### src/rtl/drfs_pkg.sv
package drfs_pkg;

  typedef enum logic [2:0] {
    S_PAUSE,
    S_IDLE,
    S_REQ,
    S_CASLEAD,
    S_RASACT,
    S_PRE
  } seq_state_t;

  typedef struct packed {
    logic rasLow;
    logic casLow;
    logic rowDrive;
    logic rowStep;
    logic pinEn;
  } strobe_t;

endpackage

### src/rtl/drfs_ctrl.sv
module drfs_ctrl
  import drfs_pkg::*;
#(
  parameter int PAUSE_CYC   = 20000,
  parameter int INIT_CYCLES = 8,
  parameter int REFRESH_INT = 1560,
  parameter int RAS_ACT     = 6,
  parameter int RAS_PRE     = 5,
  parameter int CAS_LEAD    = 2,
  parameter int BACKLOG_MAX = 4
) (
  input  logic    clk,
  input  logic    rstN,
  input  logic    cbrMode,
  input  logic    busGrant,
  output logic    busReq,
  output logic    initDone,
  output logic    busy,
  output strobe_t strb
);

  localparam int PHASE_MAX = (RAS_ACT > RAS_PRE)
                           ? ((RAS_ACT > CAS_LEAD) ? RAS_ACT : CAS_LEAD)
                           : ((RAS_PRE > CAS_LEAD) ? RAS_PRE : CAS_LEAD);
  localparam int TMR_MAX   = (PAUSE_CYC > PHASE_MAX) ? PAUSE_CYC : PHASE_MAX;
  localparam int TMR_W     = $clog2(TMR_MAX + 1);
  localparam int INIT_W    = $clog2(INIT_CYCLES + 1);
  localparam int TICK_W    = $clog2(REFRESH_INT + 1);
  localparam int PEND_W    = $clog2(BACKLOG_MAX + 1);

  seq_state_t        state;
  logic [TMR_W-1:0]  tmr;
  logic [INIT_W-1:0] initCnt;
  logic [TICK_W-1:0] tickCnt;
  logic [PEND_W-1:0] pending;
  logic              cbrLatched;
  logic              cycleDone;
  logic              refDone;
  logic              tick;
  logic              work;

  assign cycleDone = (state == S_PRE) && (tmr == '0);
  assign refDone   = cycleDone && initDone;
  assign tick      = initDone && (tickCnt == TICK_W'(REFRESH_INT - 1));
  assign work      = !initDone || (pending != '0);

  // sequence state machine
  always_ff @(posedge clk) begin
    if (!rstN) begin
      state      <= S_PAUSE;
      tmr        <= TMR_W'(PAUSE_CYC - 1);
      cbrLatched <= 1'b0;
    end else begin
      case (state)
        S_PAUSE: begin
          if (tmr == '0) state <= S_IDLE;
          else           tmr   <= tmr - 1'b1;
        end
        S_IDLE: begin
          if (work) state <= S_REQ;
        end
        S_REQ: begin
          if (busGrant) begin
            cbrLatched <= cbrMode;
            if (cbrMode) begin
              state <= S_CASLEAD;
              tmr   <= TMR_W'(CAS_LEAD - 1);
            end else begin
              state <= S_RASACT;
              tmr   <= TMR_W'(RAS_ACT - 1);
            end
          end
        end
        S_CASLEAD: begin
          if (tmr == '0) begin
            state <= S_RASACT;
            tmr   <= TMR_W'(RAS_ACT - 1);
          end else begin
            tmr <= tmr - 1'b1;
          end
        end
        S_RASACT: begin
          if (tmr == '0) begin
            state <= S_PRE;
            tmr   <= TMR_W'(RAS_PRE - 1);
          end else begin
            tmr <= tmr - 1'b1;
          end
        end
        S_PRE: begin
          if (tmr == '0) state <= S_IDLE;
          else           tmr   <= tmr - 1'b1;
        end
        default: state <= S_IDLE;
      endcase
    end
  end

  // start-up cycle count
  always_ff @(posedge clk) begin
    if (!rstN) begin
      initCnt  <= '0;
      initDone <= 1'b0;
    end else if (cycleDone && !initDone) begin
      initCnt <= initCnt + 1'b1;
      if (initCnt == INIT_W'(INIT_CYCLES - 1)) initDone <= 1'b1;
    end
  end

  // refresh interval timer
  always_ff @(posedge clk) begin
    if (!rstN) begin
      tickCnt <= '0;
    end else if (initDone) begin
      if (tick) tickCnt <= '0;
      else      tickCnt <= tickCnt + 1'b1;
    end
  end

  // backlog of owed refreshes
  always_ff @(posedge clk) begin
    if (!rstN) begin
      pending <= '0;
    end else begin
      case ({tick && (pending != PEND_W'(BACKLOG_MAX)), refDone})
        2'b10:   pending <= pending + 1'b1;
        2'b01:   pending <= pending - 1'b1;
        default: pending <= pending;
      endcase
    end
  end

  assign busReq = (state == S_REQ) || (state == S_CASLEAD) ||
                  (state == S_RASACT) || (state == S_PRE);
  assign busy   = !initDone || (pending == PEND_W'(BACKLOG_MAX));

  always_comb begin
    strb          = '0;
    strb.rasLow   = (state == S_RASACT);
    strb.casLow   = cbrLatched && ((state == S_CASLEAD) || (state == S_RASACT));
    strb.rowDrive = !cbrLatched && (state == S_RASACT);
    strb.rowStep  = !cbrLatched && (state == S_RASACT) && (tmr == '0);
    strb.pinEn    = (state == S_CASLEAD) || (state == S_RASACT) || (state == S_PRE);
  end


  backlog_limit_chk: assert property (@(posedge clk) disable iff (!rstN)
    pending <= PEND_W'(BACKLOG_MAX));


  init_sticky_chk: assert property (@(posedge clk) disable iff (!rstN)
    initDone |=> initDone);


  req_hold_chk: assert property (@(posedge clk) disable iff (!rstN)
    (busReq && !cycleDone) |=> busReq);

endmodule

### src/rtl/drfs_datapath.sv
module drfs_datapath
  import drfs_pkg::*;
#(
  parameter int ROW_W = 10
) (
  input  logic             clk,
  input  logic             rstN,
  input  strobe_t          strb,
  output logic             rasN,
  output logic             casLoN,
  output logic             casHiN,
  output logic             weN,
  output logic             oeN,
  output logic             pinEn,
  output logic [ROW_W-1:0] addr
);

  logic [ROW_W-1:0] rowCnt;

  always_ff @(posedge clk) begin
    if (!rstN) begin
      rasN   <= 1'b1;
      casLoN <= 1'b1;
      casHiN <= 1'b1;
      pinEn  <= 1'b0;
      addr   <= '0;
      rowCnt <= '0;
    end else begin
      rasN   <= !strb.rasLow;
      casLoN <= !strb.casLow;
      casHiN <= !strb.casLow;
      pinEn  <= strb.pinEn;
      addr   <= strb.rowDrive ? rowCnt : '0;
      if (strb.rowStep) rowCnt <= rowCnt + 1'b1;
    end
  end

  assign weN = 1'b1;
  assign oeN = 1'b1;


  row_step_chk: assert property (@(posedge clk) disable iff (!rstN)
    (rowCnt != $past(rowCnt)) |-> (rowCnt == $past(rowCnt) + 1'b1));


  cas_first_chk: assert property (@(posedge clk) disable iff (!rstN)
    ($fell(rasN) && !casLoN) |-> $past(!casLoN && !casHiN));

endmodule

### src/rtl/dram_refresh_seq.sv
module dram_refresh_seq
  import drfs_pkg::*;
#(
  parameter int PAUSE_CYC   = 20000,
  parameter int INIT_CYCLES = 8,
  parameter int REFRESH_INT = 1560,
  parameter int RAS_ACT     = 6,
  parameter int RAS_PRE     = 5,
  parameter int CAS_LEAD    = 2,
  parameter int BACKLOG_MAX = 4,
  parameter int ROW_W       = 10
) (
  input  logic             clk,
  input  logic             rstN,
  input  logic             cbrMode,
  input  logic             busGrant,
  output logic             busReq,
  output logic             pinEn,
  output logic             rasN,
  output logic             casLoN,
  output logic             casHiN,
  output logic             weN,
  output logic             oeN,
  output logic [ROW_W-1:0] addr,
  output logic             initDone,
  output logic             busy
);

  strobe_t strb;

  drfs_ctrl #(
    .PAUSE_CYC  (PAUSE_CYC),
    .INIT_CYCLES(INIT_CYCLES),
    .REFRESH_INT(REFRESH_INT),
    .RAS_ACT    (RAS_ACT),
    .RAS_PRE    (RAS_PRE),
    .CAS_LEAD   (CAS_LEAD),
    .BACKLOG_MAX(BACKLOG_MAX)
  ) u_ctrl (
    .clk     (clk),
    .rstN    (rstN),
    .cbrMode (cbrMode),
    .busGrant(busGrant),
    .busReq  (busReq),
    .initDone(initDone),
    .busy    (busy),
    .strb    (strb)
  );

  drfs_datapath #(
    .ROW_W(ROW_W)
  ) u_dp (
    .clk   (clk),
    .rstN  (rstN),
    .strb  (strb),
    .rasN  (rasN),
    .casLoN(casLoN),
    .casHiN(casHiN),
    .weN   (weN),
    .oeN   (oeN),
    .pinEn (pinEn),
    .addr  (addr)
  );


  grant_owned_chk: assert property (@(posedge clk) disable iff (!rstN)
    $fell(rasN) |-> busGrant);

endmodule

### config.mk
export PLATFORM = sky130hd
export DESIGN_NAME = dram_refresh_seq
export DESIGN_NICKNAME = d
export VERILOG_FILES = /design/src/rtl/drfs_pkg.sv /design/src/rtl/drfs_ctrl.sv /design/src/rtl/drfs_datapath.sv /design/src/rtl/dram_refresh_seq.sv
export SDC_FILE = /design/constraint.sdc
export NUM_CORES = 1
export LEC_CHECK = 0
export ABC_AREA = 1
export BUFFER_PORTS_ARGS = -buffer_cell sky130_fd_sc_hd__buf_2
export CELL_PAD_IN_SITES_DETAIL_PLACEMENT = 1
export CELL_PAD_IN_SITES_GLOBAL_PLACEMENT = 2
export CORE_ASPECT_RATIO = 1.75
export CORE_MARGIN = 1.5
export CORE_UTILIZATION = 30
export DETAILED_ROUTE_END_ITERATION = 10
export PLACE_DENSITY_LB_ADDON = 0.1
export SLEW_MARGIN = 25
export SYNTH_ARGS = -nofsm -noshare
export SYNTH_HDL_FRONTEND = slang
export SYNTH_HIERARCHICAL = 1
export SYNTH_SLANG_ARGS = --single-unit
### constraint.sdc
create_clock -name clk -period 2.5 [get_ports clk]
set_clock_uncertainty 0.2 [all_clocks]
set_input_delay 0.375 -clock clk [delete_from_list [all_inputs] [get_ports clk]]
set_output_delay 0.375 -clock clk [all_outputs]
set_load 0.01 [all_outputs]
== After elaboration in Yosys (flattened, before gate mapping) ==
Cells that the tools add are included.
Storage, ports and cells
  register bits after elaboration: 61
  latch bits: 0
  bits in writable memories: 0
  ROM bits: 0
  input bits: 4
  memories: 0
Operators by class
  $add $sub $neg: 6
  multiply operators: 0
  div/mod/pow operators: 0
  $lt $le $gt $ge: 0
  equal/unequal tests: 17
  shifts and indexed selects: 0
  muxes and demuxes: 15
  bitwise operators: 0
  reduce and logical (&&, ||, !) cells: 30
Operators by type and width (number)
  15-bit 2-to-1 mux: 4
  15-bit case mux with 4 select lines: 1
  3-bit 2-to-1 mux: 7
  15-bit zero test: 1
  3-bit case mux with 5 select lines: 1
  15-bit by 1-bit subtractor with 15-bit output, second input constant: 1
  11-bit by 1-bit adder with 11-bit output, second input constant: 1
  11-bit equality test, second input constant: 1
  11-bit 2-to-1 mux: 1
  10-bit by 1-bit adder with 10-bit output, second input constant: 1
  3-bit equality test, second input constant: 3
  1-bit logical AND: 8
  1-bit logical OR: 7
  3-bit by 2-bit equality test with 1-bit output, second input constant: 2
  2-bit by 1-bit != test with 1-bit output, second input constant: 3
  2-bit != test, second input constant: 3
  3-bit case mux with 2 select lines: 1
  2-bit AND reduction: 3
  5-bit AND reduction: 1
  4-bit by 1-bit adder with 4-bit output, second input constant: 1
  4-bit by 3-bit equality test with 1-bit output, second input constant: 1
  1-bit zero test: 4
  4-bit nonzero test: 1
  3-bit by 1-bit adder with 3-bit output, second input constant: 1
  other kinds (10): 10

== Depth between registers and ports, before layout ==
Gate-level depths: netlist of the first run.
  word-level depth: 5
  gate-level depth with buffers: 13
  depth with buffers taken out: 13

== Cells and area by module ==
The synthesis of the first run kept the hierarchy.
By module, submodules not included
  drfs_ctrl: times used 1, cells an instance 370, area each 2339.7 um^2, seq. area each 760.7 um^2
  drfs_datapath: times used 1, cells an instance 109, area each 865.8 um^2, seq. area each 460.4 um^2

== Worst setup path before layout of the first run ==
Ideal clock, no wire load.
  kind: reg-to-reg
  start: reg u_ctrl.tmr[0]
  end: reg u_ctrl.pending[2]
  arrival: 2.047 ns
  slack: 0.131 ns
  stages on the path, launching flop included: 14
  path buffers: 0
  clock period less this slack: 2.369 ns
  cells stage by stage: dfxtp_1 -> inv_1 -> ha_1 -> nand2_1 -> nor2_1 -> nand2_1 -> nor3_1 -> ha_1 -> inv_1 -> fa_1 -> a21oi_1 -> o21ai_0 -> o21ai_0 -> a21oi_1
On the way
  longest elaborated chain between the ends: 5
  elaborated cells on any way between the ends: 7
  classes of those cells: eq/ne (2); mux (1); reduce/logical (4)
Ends and longest elaborated chain
  start: declaration: RTL line drfs_ctrl.sv:32  | logic [TMR_W-1:0] tmr;
  start signal: assignment: RTL line drfs_ctrl.sv:51  | tmr <= TMR_W'(PAUSE_CYC - 1);
  start signal: assignment: RTL line drfs_ctrl.sv:57  | else tmr <= tmr - 1'b1;
  start signal: assignment: RTL line drfs_ctrl.sv:67  | tmr <= TMR_W'(CAS_LEAD - 1);
  15-bit zero test *: RTL line drfs_ctrl.sv:42  | assign cycleDone = (state == S_PRE) && (tmr == '0);
  1-bit logical AND *: RTL line drfs_ctrl.sv:42
  1-bit logical AND *: RTL line drfs_ctrl.sv:43  | assign refDone = cycleDone && initDone;
  2-bit by 1-bit equality test with 1-bit output / 2-bit equality test (equally long branches): RTL line drfs_ctrl.sv:125  | case ({tick && (pending != PEND_W'(BACKLOG_MAX)), refDone})
  3-bit case mux with 2 select lines / 2-bit nonzero test (equally long branches)
  end signal: assignment: RTL line drfs_ctrl.sv:126  | 2'b10: pending <= pending + 1'b1;
  end signal: assignment: RTL line drfs_ctrl.sv:127  | 2'b01: pending <= pending - 1'b1;
  end signal: assignment: RTL line drfs_ctrl.sv:128  | default: pending <= pending;
  end: declaration: RTL line drfs_ctrl.sv:35  | logic [PEND_W-1:0] pending;
Every way passes the cells marked *; elsewhere a longest branch is shown, timed or not.
A chain may end at the register's enable or synchronous reset.

== Final worst setup path of the first run ==
  start: reg u_ctrl.tmr[4]
  end: reg u_ctrl.pending[2]
Same word-level chain as after synthesis.

==> metrics.md, run 1 <==
| Metric | Value |
|---|---|
| WL final | roughly 9600 um |
| Prevailing post-synth register cell | dfxtp_1 |
| Initial DRC Count | 94 |
| Setup Viol. Count Final | 0 |
| Hold Vio Cnt, Final | 0 |
| Worst Hold Class | in2reg |
| Skew-Pair Late Insertion Delay | roughly 0.33 ns |
| Yosys warns | 6 |
| Final core utilization | 0.3779 |
| CP max-delay cell | fa_2 |
| DR pass1 iterations | 4 |
| FILL cells | between 1,000 and 1,500 |
| Synth area leader | dfxtp_1 |
| Clk buf depth | 2 |
| EDFF count, synth | 0 |
| Seq/Total Area, Yosys | 0.3810 |
| H-tree depth | 3 |
| Die area | about 11,000 um^2 |
| GRT met1 Usage | 0.1784 |
| Area grow syn2layout | 22.13% |
| Vias in the first global route | 3,293 |
| Max Clock Freq | roughly 420 MHz |
| Mean post-synth cell area | around 6.7 um^2 |
| Mapped Cells | between 400 and 500 |
| Setup TNS | 0 ns |
| Core Area | 10,360 um^2 |
| DP Area | about 3600 um^2 |
| Cell Chain, Critical Path | nor2_4 -> nand2_2 -> nor2_4 -> nand2_2 -> nor3_4 -> ha_2 -> inv_1 -> fa_2 -> a21oi_2 -> o21ai_2 -> o21ai_1 -> a21oi_1 |
| Critical Path End Type | flip-flop |
| Post-CTS Setup Bufs | 0 |
| CP Class | reg2reg |
| Most frequent cells in the layout | 107 x nand2_1, 74 x nor2_1, 63 x inv_1 |
| Clock Sinks | between 60 and 70 |
| Slew Viols, Final | 0 |
| CTS tree | done |
| PD cells | ~960 nW/um^2 |
| Die W | between 80 and 90 um |
| Height of the die | between 100 and 150 um |
| Most common cell after layout, fill and taps aside | nand2_1 |
| Nets | about 530 |
| Via count | approximately 3,200 |
| Max VDD drop | between 0.4 and 0.5 mV |
| Busiest grt layer | met2 |
| Final ANT Viol Nets | 0 |
| Rows | 49 |
| GP Congestion | approximately 0.8 |
| DPL Wire Length | roughly 7500 um |
| Max stage delay on crit path | 0.38 ns |
| Yosys cell types | 37 |
| Synth Register Bits | 61 |
| Ranking of synthesized cells by area | dfxtp_1 38%, nand2_1 13%, nor2_1 9.1% |
| Post-route DRC | 0 |
| Max-cap violations | 0 |
| CP Launch Type | flip-flop |
| Status | complete, no violations |
| Area of the mapped netlist | 3206 um^2 |
| Grt ovf | 0 |
| Initial antenna violation count | 0 |
| Drt wl/cell | around 15 um |
| FFs w/ async S/R, synth | 0 |
| Post-synth top area share | 0.3810 |
| CTS Hold Buffers Added | 0 |
| Worst-path fanout max | 3 |
| Total CTS buffers | 9 |
| Leak Pwr | roughly 1.7 nW |
| WHS | between 0.1 and 0.15 ns |
| Met3 Usage GRT | 0.04656 |
| I/O pins | 23 |
| Total power | around 0.0038 W |
| Tot GR Track Use | 0.1851 |
| Post-route cell area | a little under 4000 um^2 |
| Fin crit period | ~2.4 ns |
| First-pass GRT wire length | approximately 16,000 um |
| Largest net degree at the start of global routing | 20 |
| Data required, critical path | between 2 and 3 ns |
| Final critical-path share of the clock period | 0.9446 |
| Share of cells above drive strength 1 | 0.1894 |
| Met2 Usage GRT | 0.3636 |
| PortBufs | 20 |
| Antenna diodes | 0 |
| Clk pin slew, worst setup/hold paths | roughly 0.05 ns |
| CTS root buf | clkbuf_16 |
| Vias per cell | 4.814 |
| Crit path DAT | about 2.4 ns |
| Initial Util | 0.3094 |
[logic make-up (layout without fill, tap and decap cells)]
group / Yosys count / count (layout) / synth area share
and+or+nand+nor: 271 / 271 / 0.3802
buffers and inverters: 80 / 128 / 0.1054
DFF: 61 / 61 / 0.3810
AOI/OAI and AO/OA: 56 / 56 / 0.09563
adders and majority gates: 6 / 6 / 0.02576
xor gates and xnor gates: 4 / 4 / 0.01093
other: 1 / 2 / 0.001170
[worst max-delay path: cells and delay by family, from the launching register on]
| family | cells | cell delay (ns) |
|---|---|---|
| AO/OA/AOI/OAI | 4 | 0.40 |
| adder cells (fa/ha/maj) | 2 | 0.57 |
| buffers and inverters | 1 | 0.06 |
| flip-flops | 1 | 0.34 |
| AND/OR/NAND/NOR | 5 | 0.69 |
[metrics by stage]
step / worst slack [ns] / cells
6_report: 0.1385 / 655
5_1_grt: -0.05226 / 655
4_1_cts: 0.01513 / 655
3_5_place_dp: -0.1148 / 640
3_3_place_gp: -0.08346 / 640
2_1_floorplan: 0.1309 / 480
[registers in the layout (all words and copies together) (netlist names), 3 cells and up]
name and flops:
u_ctrl/tmr 15, u_ctrl/tickCnt 11, u_dp/addr 10, u_dp/rowCnt 10, u_ctrl/initCnt 4, u_ctrl/pending 3, u_ctrl/state 3
[final timing paths]
path,startpoint,endpoint,slack (ns),depth (start not counted)
min reg2reg,u_dp/rowCnt[9],u_dp/addr[9],0.25,2
min,busGrant,u_ctrl/cbrLatched,0.11,3
max,u_ctrl/tmr[4],u_ctrl/pending[2],0.14,12
max reg2reg,u_ctrl/tmr[4],u_ctrl/pending[2],0.14,12
[area by class of cell]
cell class	instances	area, um^2	share of cell area
Tap cell	127	158.9	0.04059
Clock inverter	4	50.05	0.01278
Multi-Input combinational cell	339	1709	0.4366
Sequential cell	61	1224	0.3126
Clock buffer	11	232.7	0.05944
Inverter	70	267.8	0.06839
Timing Repair Buffer	43	272.8	0.06967
[synth_stat cells (2+ instances only)]
master	number
dfxtp_1	61
xor2_1	3
inv_2	3
ha_1	5
clkbuf_1	2
nor2_4	3
nand2_1	110
buf_6	2
buf_4	4
inv_1	65
nand3_1	35
a21oi_1	28
o21ai_1	4
nand2_2	5
buf_2	2
nor2_1	78
nand4_1	15
o21ai_0	18
nor2_2	4
inv_4	2
nand3_2	4
nor3_1	11
[timing repair]
action                     CTS  global route
gates resized for setup      2            21
pin swaps                    0             8
hold endpoints to repair     0             0
setup endpoints to repair    1             1
cloned                       0             0
[report_power, final]
part / leakage, nW / internal [W] / switching (W)
clock network: 0.132 / 0.000764 / 0.000448
logic: 1.06 / 0.000427 / 0.000923
registers: 0.494 / 0.00110 / 0.0000960
total: 1.69 / 0.00229 / 0.00147
[routing by layer]
metal / up-vias / routed length, um / share of wire
li1: 1607 / - / -
met5: - / 0 / 0
met1: 1508 / 3540 / 0.37
met2: 27 / 5640 / 0.59
met4: 0 / 160 / 0.017
met3: 11 / 212 / 0.022
(Power assumes the default switching activity.)
==> run 2: changes to the inputs <==
- ABC_AREA: 1 -> not set
- CORE_UTILIZATION: 30 -> 34
- CTS_BUF_LIST: not set -> sky130_fd_sc_hd__clkbuf_4
==> run 2 against run 1 <==
  * Synthesized area down 8.5%
  * Final area down 9.6%
  * Flip-flop and latch count stayed put
==> metrics.md, run 2 <==
| Metric | Value |
|---|---|
| Status | complete, no violations |
| DP Area | 3378 um^2 (-5.4%) |
| Tot GR Track Use | 0.1918 (+0.006677) |
| Post-synth top cells | 61 x dfxtp_1, 38 x nor2_1, 25 x nand2_1, 17 x a21oi_1, 15 x xor2_1 |
| Clk pin slew, worst setup/hold paths | 0.11 ns (+0.06 ns) |
| DPL Wire Length | 6100 um (-19%) |
| WL final | 7822 um (-18%) |
| Rows | 44 (-10%) |
| CP max-delay cell | dfxtp_2 |
| Synth area leader | dfxtp_1 |
| FILL cells | 1,014 (-25%) |
| Yosys cell types | 63 (+70%) |
| PD cells | 555.4 nW/um^2 (-42%) |
| Core Area | 8313 um^2 (-20%) |
| Cell Chain, Critical Path | inv_2 -> ha_4 -> nor3b_4 -> nand4_1 -> nor3_2 -> ha_2 -> inv_2 -> fa_2 -> xor2_1 -> or3_1 -> a21oi_2 |
| I/O pins | 23 (unchanged) |
| Antenna diodes | 0 (unchanged) |
| Die W | 73.19 um (-9.8%) |
| Ranking of synthesized cells by area | dfxtp_1 42%, nor2_1 4.9%, xor2_1 4.5% |
| Die area | 9210 um^2 (-19%) |
| Max reg flops | 15 (unchanged) |
| Largest net degree at the start of global routing | 28 (+40%) |
| Via count | 2,603 (-17%) |
| Post-route DRC | 0 (unchanged) |
| Final critical-path share of the clock period | 0.9882 (+0.04361) |
| Final core utilization | 0.4258 (+0.04795) |
| Max Clock Freq | 404.8 MHz (-4.4%) |
| GP Congestion | 0.8177 (+1.8%) |
| Initial Util | 0.3526 (+0.04327) |
| Largest register by flop count | u_ctrl/tmr |
| Critical Path End Type | flip-flop |
| Slew Viols, Final | 0 (unchanged) |
| Clk buf depth | 2 (unchanged) |
| Crit path DAT | 2.63 ns (+0.25 ns) |
| Max-cap violations | 0 (unchanged) |
| PortBufs | 20 (unchanged) |
| Total CTS buffers | 9 (unchanged) |
| Prevailing post-synth register cell | dfxtp_1 |
| CP Class | reg2reg |
| Kind of cell adding the most delay to the critical path | simple AND/OR/NAND/NOR gates |
| Skew-Pair Late Insertion Delay | 0.43 ns (+0.10 ns) |
| Setup TNS | 0 ns (unchanged) |
| Clock Sinks | 61 (unchanged) |
| CP Launch Type | flip-flop |
| Post-synth top area share | 0.4166 (+0.03561) |
| Height of the die | 125.8 um (-10%) |
| Vias per cell | 5.165 (+7.3%) |
| Drt wl/cell | 15.52 um (+6.4%) |
| FFs w/ async S/R, synth | 0 (unchanged) |
| Seq/Total Area, Yosys | 0.4166 (+0.03561) |
| CTS tree | done |
| Most common cell after layout, fill and taps aside | dfxtp_1 |
| Hold Vio Cnt, Final | 0 (unchanged) |
| Max stage delay on crit path | 0.34 ns (-0.04 ns) |
| Top cell by count, worst path | inv_2 |
| Leak Pwr | 1.389 nW (-18%) |
| CTS root buf | clkbuf_4 |
| Post-route cell area | 3540 um^2 (-9.6%) |
| RSZ-0062 raised after global routing | yes |
| CTS Hold Buffers Added | 0 (unchanged) |
| Area of the mapped netlist | 2932 um^2 (-8.5%) |
| Most frequent cells in the layout | 59 x dfxtp_1, 38 x nor2_1, 33 x buf_4 |
| Nets | 394 (-26%) |
| CP Buf/Inv Count | 2 (+1) |
| First-pass GRT wire length | 13,520 um (-15%) |
| EDFF count, synth | 0 (unchanged) |
| H-tree depth | 3 (unchanged) |
| Share of cells above drive strength 1 | 0.2468 (+0.05739) |
| Setup Viol. Count Final | 0 (unchanged) |
| Largest regs | u_ctrl/tmr (15), u_ctrl/tickCnt (11) |
| Synth Register Bits | 61 (unchanged) |
| Mean post-synth cell area | 8.777 um^2 (+31%) |
| Worst Hold Class | in2reg |
| Fin crit period | 2.470 ns (+0.1090 ns) |
| Grt ovf | 0 (unchanged) |
| Count leader, synth | dfxtp_1 |
| Vias in the first global route | 2,827 (-14%) |
| Max VDD drop | 0.2422 mV (-44%) |
| Initial antenna violation count | 0 (unchanged) |
| Initial DRC Count | 75 (-20%) |
| WHS | 0.06520 ns (-0.04651 ns) |
| Mapped Cells | 334 (-30%) |
| Worst-path fanout max | 2 (-1) |
| Area grow syn2layout | 20.74% |
| DR pass1 iterations | 4 (unchanged) |
| Yosys warns | 6 (unchanged) |
| Data required, critical path | 2.66 ns (+0.14 ns) |
| Final ANT Viol Nets | 0 (unchanged) |
## run 2: changes by cell type in the layout (fill, tap and decap cells not counted), sizes merged, moves of 10 or more
cell,before,now
nor4,0,11
nand3,40,12
buf,43,53
nand2,116,25
and3,1,11
nor2,85,38
inv,70,11
xor2,3,15
a21oi,29,17
## run 2: routing by layer
layer,track usage,vias up,share of wire
li1,-,1291,-
met3,0.03920,20,0.024
met1,0.1903,1264,0.38
met2,0.3535,28,0.56
met4,0.1077,0,0.031
met5,0,-,0
## run 2: timing repair
action                     CTS  global route
gates cloned                 0             0
resized for setup            4             4
setup endpoints to repair    1             6
buffers inserted             0             0
## run 2: logic make-up (layout without fill, tap and decap cells)
kind of cell               count (synthesis)  after routing  synth area share
other                                      1              2          0.001279
buffers and inverters                     27             81           0.04054
and+or+nand+nor                          152            152            0.2945
xor gates and xnor gates                  23             23           0.06872
DFF                                       61             61            0.4166
AOI/OAI and AO/OA                         58             58            0.1298
muxes                                      6              6           0.02049
adders and majority gates                  6              6           0.02817
## run 2: power breakdown
part / internal [W] / switching (W) / leakage [nW]
Clock: 0.000321 / 0.000368 / 0.0743
Sequential: 0.000997 / 0.0000194 / 0.492
Combinational: 0.000110 / 0.000151 / 0.822
## run 2: tightest hold or removal path, stage by stage
cell,delay (ns)
buf_2,0.13
mux2i_1,0.08
nor2_1,0.08
## run 2: stage by stage
step | worst slack [ns] | instances | total power [W]
2_1_floorplan | -0.05834 | 335 | 0.001198
3_3_place_gp | 0.06273 | 488 | 0.001297
3_5_place_dp | -0.03224 | 488 | 0.001301
4_1_cts | -0.009331 | 504 | 0.002006
5_1_grt | -0.1516 | 504 | 0.002084
6_report | 0.02951 | 504 | 0.001966
## run 2: cell type report
type	instances	area, um^2	share of cell area
clock inverters	5	51.30	0.01449
clock buffers	11	82.58	0.02333
inverters	12	45.04	0.01273
well taps	115	143.9	0.04065
multi-input cells	247	1645	0.4648
repair buffers	53	347.8	0.09827
flip-flops and latches	61	1224	0.3457
## run 2: final timing paths
path                                      from                 to  slack (ns)  cells past startpoint
worst max-delay path             u_ctrl/tmr[0]  u_ctrl/pending[2]        0.03                     11
worst min-delay path                   cbrMode  u_ctrl/cbrLatched        0.07                      3
worst max register to register   u_ctrl/tmr[0]  u_ctrl/pending[2]        0.03                     11
worst min register to register  u_dp/rowCnt[9]     u_dp/rowCnt[9]        0.29                      2
==> run 3: changes to the inputs <==
- CELL_PAD_IN_SITES_DETAIL_PLACEMENT: 1 -> not set
- CELL_PAD_IN_SITES_GLOBAL_PLACEMENT: 2 -> not set
- CORE_UTILIZATION: 34 -> 56
- PLACE_DENSITY: not set -> 0.78
- PLACE_DENSITY_LB_ADDON: 0.1 -> not set
==> run 3 against run 2 <==
  * Critical path type unchanged
  * The run now ends with design-rule violations left
  * Utilization up 26 points
  * Sequential share of layout area is 1.2 points higher
  * Critical path depth unchanged
  * Routed wire length shrank 18%
  * Clock-buffer cell count decreased by 1
  * Final cell count down 13%
  * Global-route usage grew 4.8 points
  * Hold slack got worse by 0.011 ns
==> metrics.md, run 3 (synthesis results as in run 2) <==
| Metric | Value |
|---|---|
| FF-to-FF End | u_ctrl/pending[2] |
| Core Area | 5020 um^2 (-40%) |
| Leak Pwr | 1.366 nW (-1.6%) |
| Most common cell after layout, fill and taps aside | dfxtp_1 |
| Nets | 388 (-1.5%) |
| DPL Wire Length | 4842 um (-21%) |
| PD cells | 578.6 nW/um^2 (+4.2%) |
| Height of the die | 98.72 um (-22%) |
| RSZ-0062 raised after global routing | yes |
| Via count | 2,555 (-1.8%) |
| Rows | 34 (-23%) |
| Vias per cell | 5.847 (+13%) |
| Worst Hold Class | in2reg |
| WL final | 6450 um (-18%) |
| Worst Setup SP | u_ctrl/tmr[0] |
| FILL cells | 414 (-59%) |
| CTS root buf | clkbuf_4 |
| Die area | 5695 um^2 (-38%) |
| Final critical-path share of the clock period | 0.9960 (+0.007784) |
| GP Congestion | 0.8355 (+2.2%) |
| Grt ovf | 0 (unchanged) |
| Max-cap violations | 0 (unchanged) |
| Max VDD drop | 0.5643 mV (+130%) |
| Post-route cell area | 3418 um^2 (-3.4%) |
| Initial DRC Count | 124 (+65%) |
| Final core utilization | 0.6810 (+0.2552) |
| Initial Util | 0.5840 (+0.2313) |
| Worst reg-to-reg path cell count | 11 (unchanged) |
| PortBufs | 20 (unchanged) |
| Worst Hold Depth | 3 (unchanged) |
| Antenna diodes | 0 (unchanged) |
| Most frequent cells in the layout | 60 x dfxtp_1, 38 x nor2_1, 27 x buf_4 |
| CTS Hold Buffers Added | 0 (unchanged) |
| Drt wl/cell | 14.76 um (-4.9%) |
| Skew-Pair Late Insertion Delay | 0.43 ns (about the same) |
| Clock Sinks | 61 (unchanged) |
| Final Non-Filler Cells | 437 (-13%) |
| Max reg flops | 15 (unchanged) |
| Worst-path fanout max | 3 (+1) |
| Final ANT Viol Nets | 0 (unchanged) |
| Setup TNS | 0 ns (unchanged) |
| DP Area | 3249 um^2 (-3.8%) |
| Clk pin slew, worst setup/hold paths | 0.11 ns (about the same) |
| CP Launch Type | flip-flop |
| Vias in the first global route | 2,482 (-12%) |
| Die W | 57.70 um (-21%) |
| R2r startpoint | u_ctrl/tmr[0] |
| Data required, critical path | 2.65 ns (about the same) |
| Initial antenna violation count | 0 (unchanged) |
| WHS | 0.05383 ns (-0.01137 ns) |
| CP Class | reg2reg |
| Total CTS buffers | 9 (unchanged) |
| Post-Place Cells | 420 (-14%) |
| Critical Path End Type | flip-flop |
| Status | complete, but fails checks |
| DR pass1 iterations | 7 (+3) |
| Setup Viol. Count Final | 0 (unchanged) |
| I/O pins | 23 (unchanged) |
| Fin crit period | 2.490 ns (+0.01946 ns) |
| R2r setup slk | 0.01 ns (-0.02 ns) |
| Largest net degree at the start of global routing | 28 (unchanged) |
| H-tree depth | 3 (unchanged) |
| First-pass GRT wire length | 10,620 um (-21%) |
| Post-route DRC | 2 (+2) |
| Largest register by flop count | u_ctrl/tmr |
| Largest regs | u_ctrl/tmr (15), u_ctrl/tickCnt (11) |
| Hold Vio Cnt, Final | 0 (unchanged) |
| Min-delay src | cbrMode |
| CTS tree | done |
| Share of cells above drive strength 1 | 0.2298 (-0.01702) |
| Clk buf depth | 2 (unchanged) |
| Tot GR Track Use | 0.2400 (+0.04822) |
| Violated checks | design-rule violations |
| Slew Viols, Final | 0 (unchanged) |
| Hold endpoint | u_ctrl/cbrLatched |
| Crit path DAT | 2.64 ns (about the same) |
| Area grow syn2layout | 16.60% |
| Max Clock Freq | 401.6 MHz (-0.78%) |
==> run 3: worst max-delay path, stage by stage (launching register included) <==
cell	delay, ns
dfxtp_2	0.34
inv_2	0.08
ha_4	0.13
nor3b_4	0.19
nand4_1	0.17
nor3_2	0.17
ha_2	0.23
inv_2	0.04
fa_2	0.33
xor2_1	0.15
or3_1	0.30
a21oi_1	0.12
==> run 3: power by group <==
| group | internal, W | total [W] | switching [W] | leakage (nW) |
|---|---|---|---|---|
| Clock | 0.000324 | 0.000715 | 0.000391 | 0.0807 |
| Combinational | 0.000105 | 0.000244 | 0.000139 | 0.793 |
| Sequential | 0.000996 | 0.00102 | 0.0000224 | 0.493 |
| Total | 0.00143 | 0.00198 | 0.000553 | 1.37 |
==> run 3: how the worst max path moves through the flow <==
stage / end / slack (ns) / depth (start not counted)
finish: u_ctrl/pending[2] / 0.01 / 11
detailed placement: u_ctrl/pending[2] / -0.06 / 11
floorplan: u_ctrl/pending[2] / -0.06 / 11
global route: u_ctrl/pending[2] / -0.18 / 11
global placement: u_ctrl/pending[2] / 0.08 / 9
CTS: u_ctrl/pending[2] / -0.0003 / 11
==> run 3: timing repair <==
item	in CTS	in global routing
gates cloned	0	0
setup endpoints to repair	1	3
buffers inserted	0	1
pin swaps	0	3
hold endpoints to repair	0	0
resized for setup	2	2
==> run 3: metrics by stage <==
step	power, W	setup WS (ns)
finish	0.001978	0.01005
global placement	0.001275	0.07796
global route	0.002068	-0.1831
detailed placement	0.001279	-0.05528
CTS	0.001988	-0.0003222
floorplan	0.001198	-0.05834
==> run 3: final cells by class <==
type,instances,area (um^2),area share
Tap cell,54,67.56,0.01977
Timing Repair Buffer,47,302.8,0.08858
Sequential cell,61,1222,0.3576
Inverter,12,45.04,0.01318
Multi-Input combinational cell,247,1632,0.4773
Clock inverter,6,73.82,0.02160
Clock buffer,10,75.07,0.02196
==> run 3: metal layers <==
metal,wire (um),track usage,up-vias
li1,-,-,1293
met4,176,0.1431,0
met3,248,0.05381,15
met1,2531,0.2415,1195
met2,3493,0.4318,52
met5,0,0,-
